===== config.mk =====
export PLATFORM = sky130hd
export DESIGN_NAME = srx_receiver
export DESIGN_NICKNAME = d
export VERILOG_FILES = /design/src/rtl/srx_pkg.sv /design/src/rtl/srx_bus_sync.sv /design/src/rtl/srx_word_capture.sv /design/src/rtl/srx_pair_out.sv /design/src/rtl/srx_receiver.sv
export SDC_FILE = /design/constraint.sdc
export NUM_CORES = 1
export LEC_CHECK = 0
export BUFFER_PORTS_ARGS = -buffer_cell sky130_fd_sc_hd__buf_4
export CORE_ASPECT_RATIO = 1.1
export CORE_MARGIN = 4
export CORE_UTILIZATION = 36
export CTS_BUF_LIST = sky130_fd_sc_hd__clkbuf_16
export CTS_CLUSTER_SIZE = 20
export DETAILED_ROUTE_END_ITERATION = 8
export PLACE_DENSITY = 0.62
export SYNTH_ARGS = -nofsm -noshare
export SYNTH_HDL_FRONTEND = slang
export SYNTH_SLANG_ARGS = --single-unit

===== constraint.sdc =====
create_clock -name clk -period 5.35 [get_ports clk]
set_input_delay 0 -clock clk [delete_from_list [all_inputs] [get_ports clk]]
set_output_delay 0 -clock clk [all_outputs]
set_load 0.005 [all_outputs]

===== src/rtl/srx_pkg.sv =====
package srx_pkg;
  localparam int SAMPLE_W = 18;
  localparam int SHORT_W  = 16;
  localparam int CNT_W    = $clog2(SAMPLE_W + 1);

  typedef enum logic [1:0] {
    FMT_END16 = 2'b00,
    FMT_END18 = 2'b01,
    FMT_START = 2'b10,
    FMT_I2S   = 2'b11
  } fmt_e;

  // Left-align a word that was captured from the start of a slot.
  function automatic logic [SAMPLE_W-1:0] align_start(
    input logic [SAMPLE_W-1:0] sh,
    input logic [CNT_W-1:0]    cnt
  );
    logic [SAMPLE_W-1:0] r;
    if (cnt >= CNT_W'(SAMPLE_W)) r = sh;
    else r = sh << (CNT_W'(SAMPLE_W) - cnt);
    return r;
  endfunction
endpackage


===== src/rtl/srx_bus_sync.sv =====
module srx_bus_sync #(
  parameter int STAGES = 2
) (
  input  logic clk,
  input  logic rst_n,
  input  logic ser_bclk,
  input  logic ser_wclk,
  input  logic ser_data,
  output logic bit_rise,
  output logic wclk_lvl,
  output logic data_lvl
);
  localparam int LANES = 3;
  localparam int L_BCLK = 2;
  localparam int L_WCLK = 1;
  localparam int L_DATA = 0;

  logic [LANES-1:0] raw;
  logic [LANES-1:0] chain [STAGES];
  logic             bclk_q;

  assign raw = {ser_bclk, ser_wclk, ser_data};

  for (genvar g = 0; g < STAGES; g++) begin : g_stage
    if (g == 0) begin : g_first
      always_ff @(posedge clk) begin
        if (!rst_n) chain[g] <= '0;
        else        chain[g] <= raw;
      end
    end else begin : g_next
      always_ff @(posedge clk) begin
        if (!rst_n) chain[g] <= '0;
        else        chain[g] <= chain[g-1];
      end
    end
  end

  always_ff @(posedge clk) begin
    if (!rst_n) bclk_q <= 1'b0;
    else        bclk_q <= chain[STAGES-1][L_BCLK];
  end

  assign bit_rise = chain[STAGES-1][L_BCLK] & ~bclk_q;
  assign wclk_lvl = chain[STAGES-1][L_WCLK];
  assign data_lvl = chain[STAGES-1][L_DATA];
endmodule


===== src/rtl/srx_word_capture.sv =====
module srx_word_capture
  import srx_pkg::*;
(
  input  logic                clk,
  input  logic                rst_n,
  input  fmt_e                fmt,
  input  logic                bit_rise,
  input  logic                wclk_lvl,
  input  logic                data_lvl,
  output logic                word_done,
  output logic                word_is_left,
  output logic [SAMPLE_W-1:0] word_data
);
  localparam int PAD_W = SAMPLE_W - SHORT_W;

  logic                wclk_h1;
  logic                half_prev;
  logic [1:0]          prime;
  logic                seen;
  logic [SAMPLE_W-1:0] sh;
  logic [CNT_W-1:0]    cnt;

  logic                is_i2s;
  logic                end_mode;
  logic                half_now;
  logic                boundary;
  logic                ended_left;
  logic [SAMPLE_W-1:0] assembled;

  always_comb begin
    is_i2s     = (fmt == FMT_I2S);
    end_mode   = (fmt == FMT_END16) || (fmt == FMT_END18);
    // I2S slots are judged against the word clock one bit late
    half_now   = is_i2s ? wclk_h1 : wclk_lvl;
    boundary   = prime[1] && (half_now != half_prev);
    ended_left = is_i2s ? ~half_prev : half_prev;
    case (fmt)
      FMT_END16: assembled = {sh[SHORT_W-1:0], {PAD_W{1'b0}}};
      FMT_END18: assembled = sh;
      default:   assembled = align_start(sh, cnt);
    endcase
  end

  always_ff @(posedge clk) begin
    if (!rst_n) begin
      wclk_h1      <= 1'b0;
      half_prev    <= 1'b0;
      prime        <= '0;
      seen         <= 1'b0;
      sh           <= '0;
      cnt          <= '0;
      word_done    <= 1'b0;
      word_is_left <= 1'b0;
      word_data    <= '0;
    end else begin
      word_done <= 1'b0;
      if (bit_rise) begin
        wclk_h1   <= wclk_lvl;
        half_prev <= half_now;
        if (!prime[1]) prime <= prime + 2'd1;
        if (boundary) begin
          seen <= 1'b1;
          if (seen) begin
            word_done    <= 1'b1;
            word_is_left <= ended_left;
            word_data    <= assembled;
          end
          sh  <= {{(SAMPLE_W-1){1'b0}}, data_lvl};
          cnt <= CNT_W'(1);
        end else begin
          if (end_mode || (cnt < CNT_W'(SAMPLE_W)))
            sh <= {sh[SAMPLE_W-2:0], data_lvl};
          if (cnt < CNT_W'(SAMPLE_W))
            cnt <= cnt + CNT_W'(1);
        end
      end
    end
  end


  done_after_rise_chk: assert property (@(posedge clk) disable iff (!rst_n)
    word_done |-> $past(bit_rise));


  done_needs_edge_chk: assert property (@(posedge clk) disable iff (!rst_n)
    word_done |-> seen);
endmodule


===== src/rtl/srx_pair_out.sv =====
module srx_pair_out
  import srx_pkg::*;
(
  input  logic                clk,
  input  logic                rst_n,
  input  logic                word_done,
  input  logic                word_is_left,
  input  logic [SAMPLE_W-1:0] word_data,
  input  logic                pair_ready,
  output logic                pair_valid,
  output logic [SAMPLE_W-1:0] pair_left,
  output logic [SAMPLE_W-1:0] pair_right
);
  logic                have_left;
  logic [SAMPLE_W-1:0] left_hold;
  logic                load;

  assign load = word_done && !word_is_left && have_left;

  always_ff @(posedge clk) begin
    if (!rst_n) begin
      have_left  <= 1'b0;
      left_hold  <= '0;
      pair_valid <= 1'b0;
      pair_left  <= '0;
      pair_right <= '0;
    end else begin
      if (word_done && word_is_left) begin
        left_hold <= word_data;
        have_left <= 1'b1;
      end
      if (load) begin
        pair_left  <= left_hold;
        pair_right <= word_data;
        pair_valid <= 1'b1;
        have_left  <= 1'b0;
      end else if (pair_valid && pair_ready) begin
        pair_valid <= 1'b0;
      end
    end
  end


  hold_stable_chk: assert property (@(posedge clk) disable iff (!rst_n)
    pair_valid && !pair_ready && !load |=>
      pair_valid && $stable(pair_left) && $stable(pair_right));


  drop_after_take_chk: assert property (@(posedge clk) disable iff (!rst_n)
    pair_valid && pair_ready && !load |=> !pair_valid);


  release_on_right_chk: assert property (@(posedge clk) disable iff (!rst_n)
    $rose(pair_valid) |-> $past(word_done && !word_is_left));


  lone_right_ignored_chk: assert property (@(posedge clk) disable iff (!rst_n)
    word_done && !word_is_left && !have_left |=>
      $stable(pair_left) && $stable(pair_right));
endmodule


===== src/rtl/srx_receiver.sv =====
module srx_receiver
  import srx_pkg::*;
#(
  parameter int SYNC_STAGES = 2
) (
  input  logic                clk,
  input  logic                rst_n,
  input  logic [1:0]          fmt_sel,
  input  logic                ser_bclk,
  input  logic                ser_wclk,
  input  logic                ser_data,
  output logic                pair_valid,
  input  logic                pair_ready,
  output logic [SAMPLE_W-1:0] pair_left,
  output logic [SAMPLE_W-1:0] pair_right
);
  logic                bit_rise;
  logic                wclk_lvl;
  logic                data_lvl;
  logic                word_done;
  logic                word_is_left;
  logic [SAMPLE_W-1:0] word_data;

  srx_bus_sync #(.STAGES(SYNC_STAGES)) u_sync (
    .clk      (clk),
    .rst_n    (rst_n),
    .ser_bclk (ser_bclk),
    .ser_wclk (ser_wclk),
    .ser_data (ser_data),
    .bit_rise (bit_rise),
    .wclk_lvl (wclk_lvl),
    .data_lvl (data_lvl)
  );

  srx_word_capture u_cap (
    .clk          (clk),
    .rst_n        (rst_n),
    .fmt          (fmt_e'(fmt_sel)),
    .bit_rise     (bit_rise),
    .wclk_lvl     (wclk_lvl),
    .data_lvl     (data_lvl),
    .word_done    (word_done),
    .word_is_left (word_is_left),
    .word_data    (word_data)
  );

  srx_pair_out u_pair (
    .clk          (clk),
    .rst_n        (rst_n),
    .word_done    (word_done),
    .word_is_left (word_is_left),
    .word_data    (word_data),
    .pair_ready   (pair_ready),
    .pair_valid   (pair_valid),
    .pair_left    (pair_left),
    .pair_right   (pair_right)
  );
endmodule


==> flow_metrics.py, run 1 <==
metrics = {
    "detailed_routing": {
        "drtAntennaViolNets": 0,
        "drt-total-wl_mm": 13.4,
        "wl_per_cell_microns": 16.4,
        "firstDrtPassIters": 4,
        "drc": 0,
        "drt_iter0_markers": 323,
        "highest_layer": "met4",
        "viasPerCell": 5.58,
        "wl_met2_mm": 6.58,
        "vias": 4574,
        "wl_met1_mm": 5.94,
        "wl_met3_microns": 645,
    },
    "worst_setup_path": {
        "endpoint": "u_cap.word_data[6]",
        "endpoint_kind": "flop",
        "worst-path-max-fanout": 25,
        "crit_cells": 7,
        "worst-path-buf-inv": 1,
        "crit_type": "reg -> reg",
        "required_ps": 5620,
        "worstReg2RegStart": "u_cap.cnt[0]",
        "rr_worst_depth": 7,
        "crit_chain": "inv_1 -> ha_1 -> mux2i_1 -> mux4_2 -> or4_1 -> a311o_1 -> a21oi_1",
        "arrival_ps": 3930,
        "cp_slowest_cell": "ha_1",
        "r2r-end": "u_cap.word_data[6]",
        "critPathLaunchType": "flop",
        "cpPeakStageDelay_ps": 990,
        "critPathTopFamily": "adder cells",
        "rrSetupSlack_ps": 1700,
        "worstSetupStartpoint": "u_cap.cnt[0]",
    },
    "floorplan": {
        "core-area_sq_um": 14400,
        "die_w_microns": 124,
        "io_pins": 45,
        "die_h_microns": 135,
        "start_util": 0.367,
        "die_area_sq_um": 16800,
        "fp-row-count": 46,
    },
    "place": {
        "globalplace.congestion": 0.898,
        "dp.cells": 800,
        "dpl-instance-area_sq_um": 5680,
        "portBuffers": 44,
        "hpwl_mm": 9.05,
        "dp_slack_ps": 1700,
    },
    "flow_run": {
        "maxCapViolCount": 0,
    },
    "synthesis": {
        "synth_edf_count": 0,
        "synth-seq-cells": 111,
        "yosysUniqueCellTypes": 58,
        "synthTopCellsByArea": "dfxtp_1 (42%), nand2_1 (9.1%), mux4_2 (7.2%)",
        "synthArstFlopShare": 0,
        "seq_area_frac_synth": 0.419,
        "dominantRegCellSynth": "dfxtp_1",
        "avgSynthCellArea_sq_um": 8.66,
        "netlist.area_leader.share": 0.419,
        "netlist.top_cell.by_area": "dfxtp_1",
        "synth_fp_nets": 623,
        "postSynthCellCount": 613,
        "yosysWarnings": 0,
        "synth_area_sq_um": 5310,
    },
    "pwr": {
        "clkPwrFrac": 0.438,
        "power.switching_uw": 335,
        "p_int_uw": 1260,
        "ir_worst_vdd_uv": 164,
        "p_per_area_nw_per_um2": 264,
        "leakagePower_uw": 0.00204,
        "p_sw_frac": 0.210,
        "pwr-share-comb": 0.038,
        "pwr-share-seq": 0.523,
    },
    "timing": {
        "fin_ws_ps": 1700,
        "finalMaxSlewViolations": 0,
        "fin_crit_sh": 0.683,
        "hold_viol_final": 0,
        "tightest_slew_ps": 1200,
        "slew_headroom": 0.201,
        "setup_violations": 0,
        "fmax_mhz": 274,
        "fin_tns_setup_ps": 0,
        "period_minus_slack_ps": 3650,
        "rsz0062_at_grt": "no",
        "clock_skew_ps": 6.19,
    },
    "cts": {
        "cts_resized": 0,
        "worstSkewPairLatency_ps": 340,
        "cts_buffers": 9,
        "clock_path_buffers": 2,
        "cts-root-buf": "clkbuf_16",
        "cts_tree": "yes",
        "clock_sinks": 111,
        "cts.htree.levels": 3,
        "post_cts_buffers": 0,
        "clk_pin_slew_worst_paths_ps": 70,
    },
    "cells_and_area": {
        "finish.instance_area_sq_um": 6030,
        "seq_area_sq_um": 2220,
        "layout.cells.non_filler": 819,
        "utilization": 0.418,
        "drive_above_1_share": 0.147,
        "synthToLayoutAreaGrowth_pct": 13.7,
        "num-nets-final": 633,
        "diodes": 0,
        "n_fill_cell": 1458,
        "multi_input_area_sq_um": 2810,
    },
    "min_path": {
        "min_from": "rst_n",
        "hold_class": "in -> reg",
    },
    "run_status": {
        "outcome": "finished clean",
    },
    "global_route": {
        "grt_max_degree": 77,
        "grtUsageTotal": 0.163,
        "grt_overflow_total": 0,
        "grt_pass1_wl_mm": 21.8,
        "antenna_found_initial": 0,
        "grt_pass1_vias": 4276,
    },
}
## cells in the final DEF, fill, tap and decap left out, types with 10 or more instances in the layout
cell / n
mux4_2: 17
nor2_1: 20
nand2_1: 128
inv_1: 10
o21ai_0: 19
a22o_1: 17
buf_4: 50
a21oi_1: 73
dfxtp_1: 111
and2_1: 16
a2111oi_0: 11
nor4_1: 14
mux2i_1: 18
## power groups by stage
stage,sequential (uW),combinational (uW),clock [uW]
after floorplan,850,48.0,0
final,834,60.9,698
after detailed placement,853,57.9,0
after global routing,835,65.7,752
after global placement,853,56.8,0
after CTS,834,60.5,716
## routing by layer
| layer | track usage | vias up |
|---|---|---|
| li1 | - | 2228 |
| met1 | 0.209 | 2201 |
| met2 | 0.271 | 123 |
| met3 | 0.0317 | 22 |
| met4 | 0.0622 | 0 |
| met5 | 0 | - |
## worst register-to-register path, stage by stage, from the launching register on
cell and delay, ps:
dfxtp_1 760, inv_1 190, ha_1 990, mux2i_1 260
mux4_2 530, or4_1 410, a311o_1 330, a21oi_1 120
## synth_stat cells (11+ instances only)
| master | number |
|---|---|
| mux4_2 | 17 |
| nand2_1 | 128 |
| a22o_1 | 17 |
| buf_2 | 11 |
| clkbuf_1 | 37 |
| nor2_1 | 20 |
| a21oi_1 | 73 |
| o21ai_0 | 19 |
| dfxtp_1 | 111 |
| a2111oi_0 | 11 |
| and2_1 | 16 |
| mux2i_1 | 18 |
| nor4_1 | 14 |
## final cells by class
type | count | share of cell area
timing repair buffer | 54 | 0.0688
multi-input combinational | 437 | 0.465
sequential | 111 | 0.368
clock buffer | 9 | 0.0373
inverter | 10 | 0.00622
tap | 192 | 0.0398
clock inverter | 6 | 0.0141
## repair_timing
action / 4_1_cts / 5_1_grt
hold endpoints to repair: 4 / 0
setup endpoints to repair: 0 / 0
hold buffers: 4 / 0
## worst min-delay path by stage
stage	to	cells after the start	slack [ps]
5_1_grt	u_cap.word_data[13]	2	20
6_report	u_cap.seen	2	20
3_3_place_gp	u_sync.chain[0][2]	2	210
3_5_place_dp	u_sync.chain[0][2]	2	210
4_1_cts	u_cap.seen	2	10
2_1_floorplan	u_sync.chain[0][0]	1	130
## flip-flops by register name, indices dropped and copies added, names as in the netlist, 2 cells and up
register and count:
u_cap.cnt 5, u_cap.prime 2, u_sync.chain 6, u_cap.sh 18
u_pair.left_hold 18, u_cap.word_data 18, u_pair.pair_left 18, u_pair.pair_right 18
## metrics by stage
| step | power [uW] | hold WS, ps |
|---|---|---|
| 2_1_floorplan | 898 | 127 |
| 3_3_place_gp | 910 | 208 |
| 3_5_place_dp | 911 | 211 |
| 4_1_cts | 1610 | 9.95 |
| 5_1_grt | 1650 | 20.3 |
| 6_report | 1590 | 15.2 |
## cell families (layout without fill, tap and decap cells)
kind of cell	after synthesis	count (layout)	synth area share
xor+xnor	5	5	0.00967
buf+inv	65	79	0.0521
flops	111	111	0.419
mux	41	41	0.119
fa+ha+maj	2	2	0.00471
simple gates	227	227	0.199
compound gates	162	162	0.197
(Power assumes the default switching activity.)
==> run 2: changes to the inputs <==
--- a/config.mk
+++ b/config.mk
@@ -5,6 +5,7 @@
 export SDC_FILE = /design/constraint.sdc
 export NUM_CORES = 1
 export LEC_CHECK = 0
+export ABC_AREA = 1
 export BUFFER_PORTS_ARGS = -buffer_cell sky130_fd_sc_hd__buf_4
 export CORE_ASPECT_RATIO = 1.1
 export CORE_MARGIN = 4
==> constraint.sdc (replaced) <==
create_clock -name clk -period 3.45 [get_ports clk]
set_input_delay 0 -clock clk [delete_from_list [all_inputs] [get_ports clk]]
set_output_delay 0 -clock clk [all_outputs]
set_load 0.005 [all_outputs]
==> flow_metrics.py, run 2 <==
metrics = {
    "detailed_routing": {
        "firstDrtPassIters": 4,
        "drt_iter0_markers": 378,
        "drtAntennaViolNets": 0,
        "drc": 0,
        "drt-total-wl_mm": 13.6,
        "wl_per_cell_microns": 13.9,
        "viasPerCell": 4.98,
        "vias": 4890,
    },
    "place": {
        "globalplace.congestion": 0.904,
        "dp.cells": 961,
        "hpwl_mm": 9.44,
        "portBuffers": 44,
    },
    "pwr": {
        "p_per_area_nw_per_um2": 429,
        "pwr-share-seq": 0.513,
        "pwr-share-comb": 0.108,
        "leakagePower_uw": 0.00246,
        "p_sw_frac": 0.271,
        "p_int_uw": 1880,
        "clkPwrFrac": 0.378,
        "power.switching_uw": 699,
        "ir_worst_vdd_uv": 196,
    },
    "cts": {
        "post_cts_buffers": 0,
        "cts_tree": "yes",
        "cts-root-buf": "clkbuf_16",
        "worstSkewPairLatency_ps": 360,
        "cts_buffers": 9,
        "clock_path_buffers": 2,
        "cts.htree.levels": 3,
        "clock_sinks": 111,
        "clk_pin_slew_worst_paths_ps": 80,
    },
    "worst_setup_path": {
        "critPathLaunchType": "flop",
        "cpPeakStageDelay_ps": 350,
        "required_ps": 3690,
        "worst-path-max-fanout": 19,
        "rr_worst_depth": 9,
        "r2r-end": "u_cap.sh[16]",
        "worstReg2RegStart": "u_cap.cnt[0]",
        "endpoint_kind": "flop",
        "worstSetupStartpoint": "u_cap.cnt[0]",
        "rrSetupSlack_ps": 1140,
        "arrival_ps": 2550,
        "crit_type": "reg -> reg",
        "cp_slowest_cell": "dfxtp_1",
        "endpoint": "u_cap.sh[16]",
        "crit_chain": "clkinv_2 -> ha_1 -> nand3b_1 -> nand2_2 -> inv_2 -> nand3_4 -> nand2_4 -> a21oi_1 -> nor3_2",
    },
    "run_status": {
        "outcome": "finished clean",
    },
    "synthesis": {
        "dominantRegCellSynth": "dfxtp_1",
        "netlist.area_leader.share": 0.417,
        "synth_common_cells": "nor2_1 (135), nand2_1 (121), dfxtp_1 (111), o21ai_0 (89), nand3_1 (82)",
        "synth_fp_nets": 776,
        "seq_area_frac_synth": 0.417,
        "avgSynthCellArea_sq_um": 6.95,
        "synth_edf_count": 0,
        "postSynthCellCount": 766,
        "yosysUniqueCellTypes": 36,
        "synthTopCellsByArea": "dfxtp_1 (42%), nor2_1 (9.5%), nand2_1 (8.5%)",
        "netlist.top_cell.by_area": "dfxtp_1",
        "synth-seq-cells": 111,
        "synthArstFlopShare": 0,
        "yosysWarnings": 0,
        "synth.most_common_cell": "nor2_1",
        "synth_area_sq_um": 5320,
    },
    "timing": {
        "slew_headroom": 0.275,
        "finalMaxSlewViolations": 0,
        "hold_viol_final": 0,
        "clock_skew_ps": 11.4,
        "tightest_slew_ps": 1090,
        "rsz0062_at_grt": "no",
        "fmax_mhz": 433,
        "period_minus_slack_ps": 2310,
        "setup_violations": 0,
        "fin_crit_sh": 0.669,
        "fin_tns_setup_ps": 0,
    },
    "global_route": {
        "grtUsageTotal": 0.168,
        "grt_max_degree": 85,
        "antenna_found_initial": 0,
        "grt_overflow_total": 0,
        "grt_pass1_vias": 4484,
        "grt_pass1_wl_mm": 22.9,
    },
    "cells_and_area": {
        "multi_input_area_sq_um": 2680,
        "layout.cells.non_filler": 981,
        "seq_area_sq_um": 2220,
        "drive_above_1_share": 0.122,
        "final_common_cell": "nor2_1",
        "diodes": 0,
        "n_fill_cell": 1593,
        "synthToLayoutAreaGrowth_pct": 13.0,
        "layout_common_cells": "nor2_1 (135), nand2_1 (121), dfxtp_1 (111), o21ai_0 (89), nand3_1 (82)",
        "num-nets-final": 794,
    },
    "flow_run": {
        "maxCapViolCount": 0,
    },
    "floorplan": {
        "io_pins": 45,
        "fp-row-count": 46,
        "die_w_microns": 124,
        "die_area_sq_um": 16800,
        "core-area_sq_um": 14400,
        "die_h_microns": 136,
        "start_util": 0.368,
    },
    "min_path": {
        "hold_class": "in -> reg",
    },
}
run 2: cell count changes in the layout (fill, tap and decap cells not counted), moves of 16 or more:
cell	change
a22o_1	-17
mux4_2	-17
mux2i_1	-18
and2_1	-16
o21ai_0	+70
nand3_1	+75
nor2_1	+115
inv_1	+34
run 2: worst max-delay path: cells and delay by family (launching register included):
| family | cells | cell delay [ps] |
|---|---|---|
| buf+inv | 2 | 380 |
| fa+ha+maj | 1 | 290 |
| flops | 1 | 350 |
| simple gates | 5 | 950 |
| compound gates | 1 | 210 |
run 2: layer usage:
| metal | track usage | vias up | share of wire |
|---|---|---|---|
| li1 | - | 2557 | - |
| met1 | 0.232 | 2211 | 0.48 |
| met2 | 0.262 | 99 | 0.46 |
| met3 | 0.0267 | 23 | 0.037 |
| met4 | 0.0663 | 0 | 0.025 |
| met5 | 0 | - | 0 |
run 2: cell type report:
class,instances,share of cell area
inverter,49,0.0308
sequential,111,0.369
clock buffer,9,0.0374
clock inverter,7,0.00811
timing repair buffer,54,0.0690
tap,192,0.0399
multi-input combinational,559,0.445
run 2: power by group through the flow:
stage	Sequential (uW)	Combinational [uW]	Clock (uW)
finish	1320	280	976
global route	1330	320	1040
CTS	1320	279	1000
detailed placement	1350	274	0
global placement	1350	275	0
floorplan	1340	218	0
run 2: logic make-up (layout without fill, tap and decap cells):
family / after synthesis / count (layout) / share of synthesized area
AOI/OAI and AO/OA: 175 / 175 / 0.170
xor gates and xnor gates: 6 / 6 / 0.0113
adders and majority gates: 2 / 2 / 0.00470
buffers and inverters: 96 / 119 / 0.0790
DFF: 111 / 111 / 0.417
and+or+nand+nor: 376 / 376 / 0.318
run 2: how the worst min path moves through the flow:
stage	startpoint	end	slack [ps]	cells after the start
after global routing	fmt_sel[1]	u_cap.word_data[9]	40	3
final	fmt_sel[1]	u_cap.word_data[15]	30	3
after global placement	ser_wclk	u_sync.chain[0][1]	180	3
after floorplan	ser_data	u_sync.chain[0][0]	100	2
after detailed placement	ser_data	u_sync.chain[0][0]	180	3
after CTS	fmt_sel[1]	u_cap.word_data[9]	20	3
run 2: repair_timing:
item,in CTS,in global routing
hold endpoints to repair,4,0
hold buffers,4,0
gates resized for setup,0,0
run 2: metrics by stage:
| step | total power [uW] | hold WS, ps | setup WS (ps) | util | instance area [sq um] |
|---|---|---|---|---|---|
| floorplan | 1560 | 97.6 | 1330 | - | 5320 |
| global route | 2690 | 39.1 | 900 | 0.417 | 6020 |
| detailed placement | 1630 | 185 | 1170 | 0.395 | 5700 |
| finish | 2580 | 25.3 | 1140 | 0.417 | 6020 |
| CTS | 2600 | 15.1 | 1170 | 0.417 | 6020 |
| global placement | 1630 | 180 | 1210 | 0.395 | 5700 |
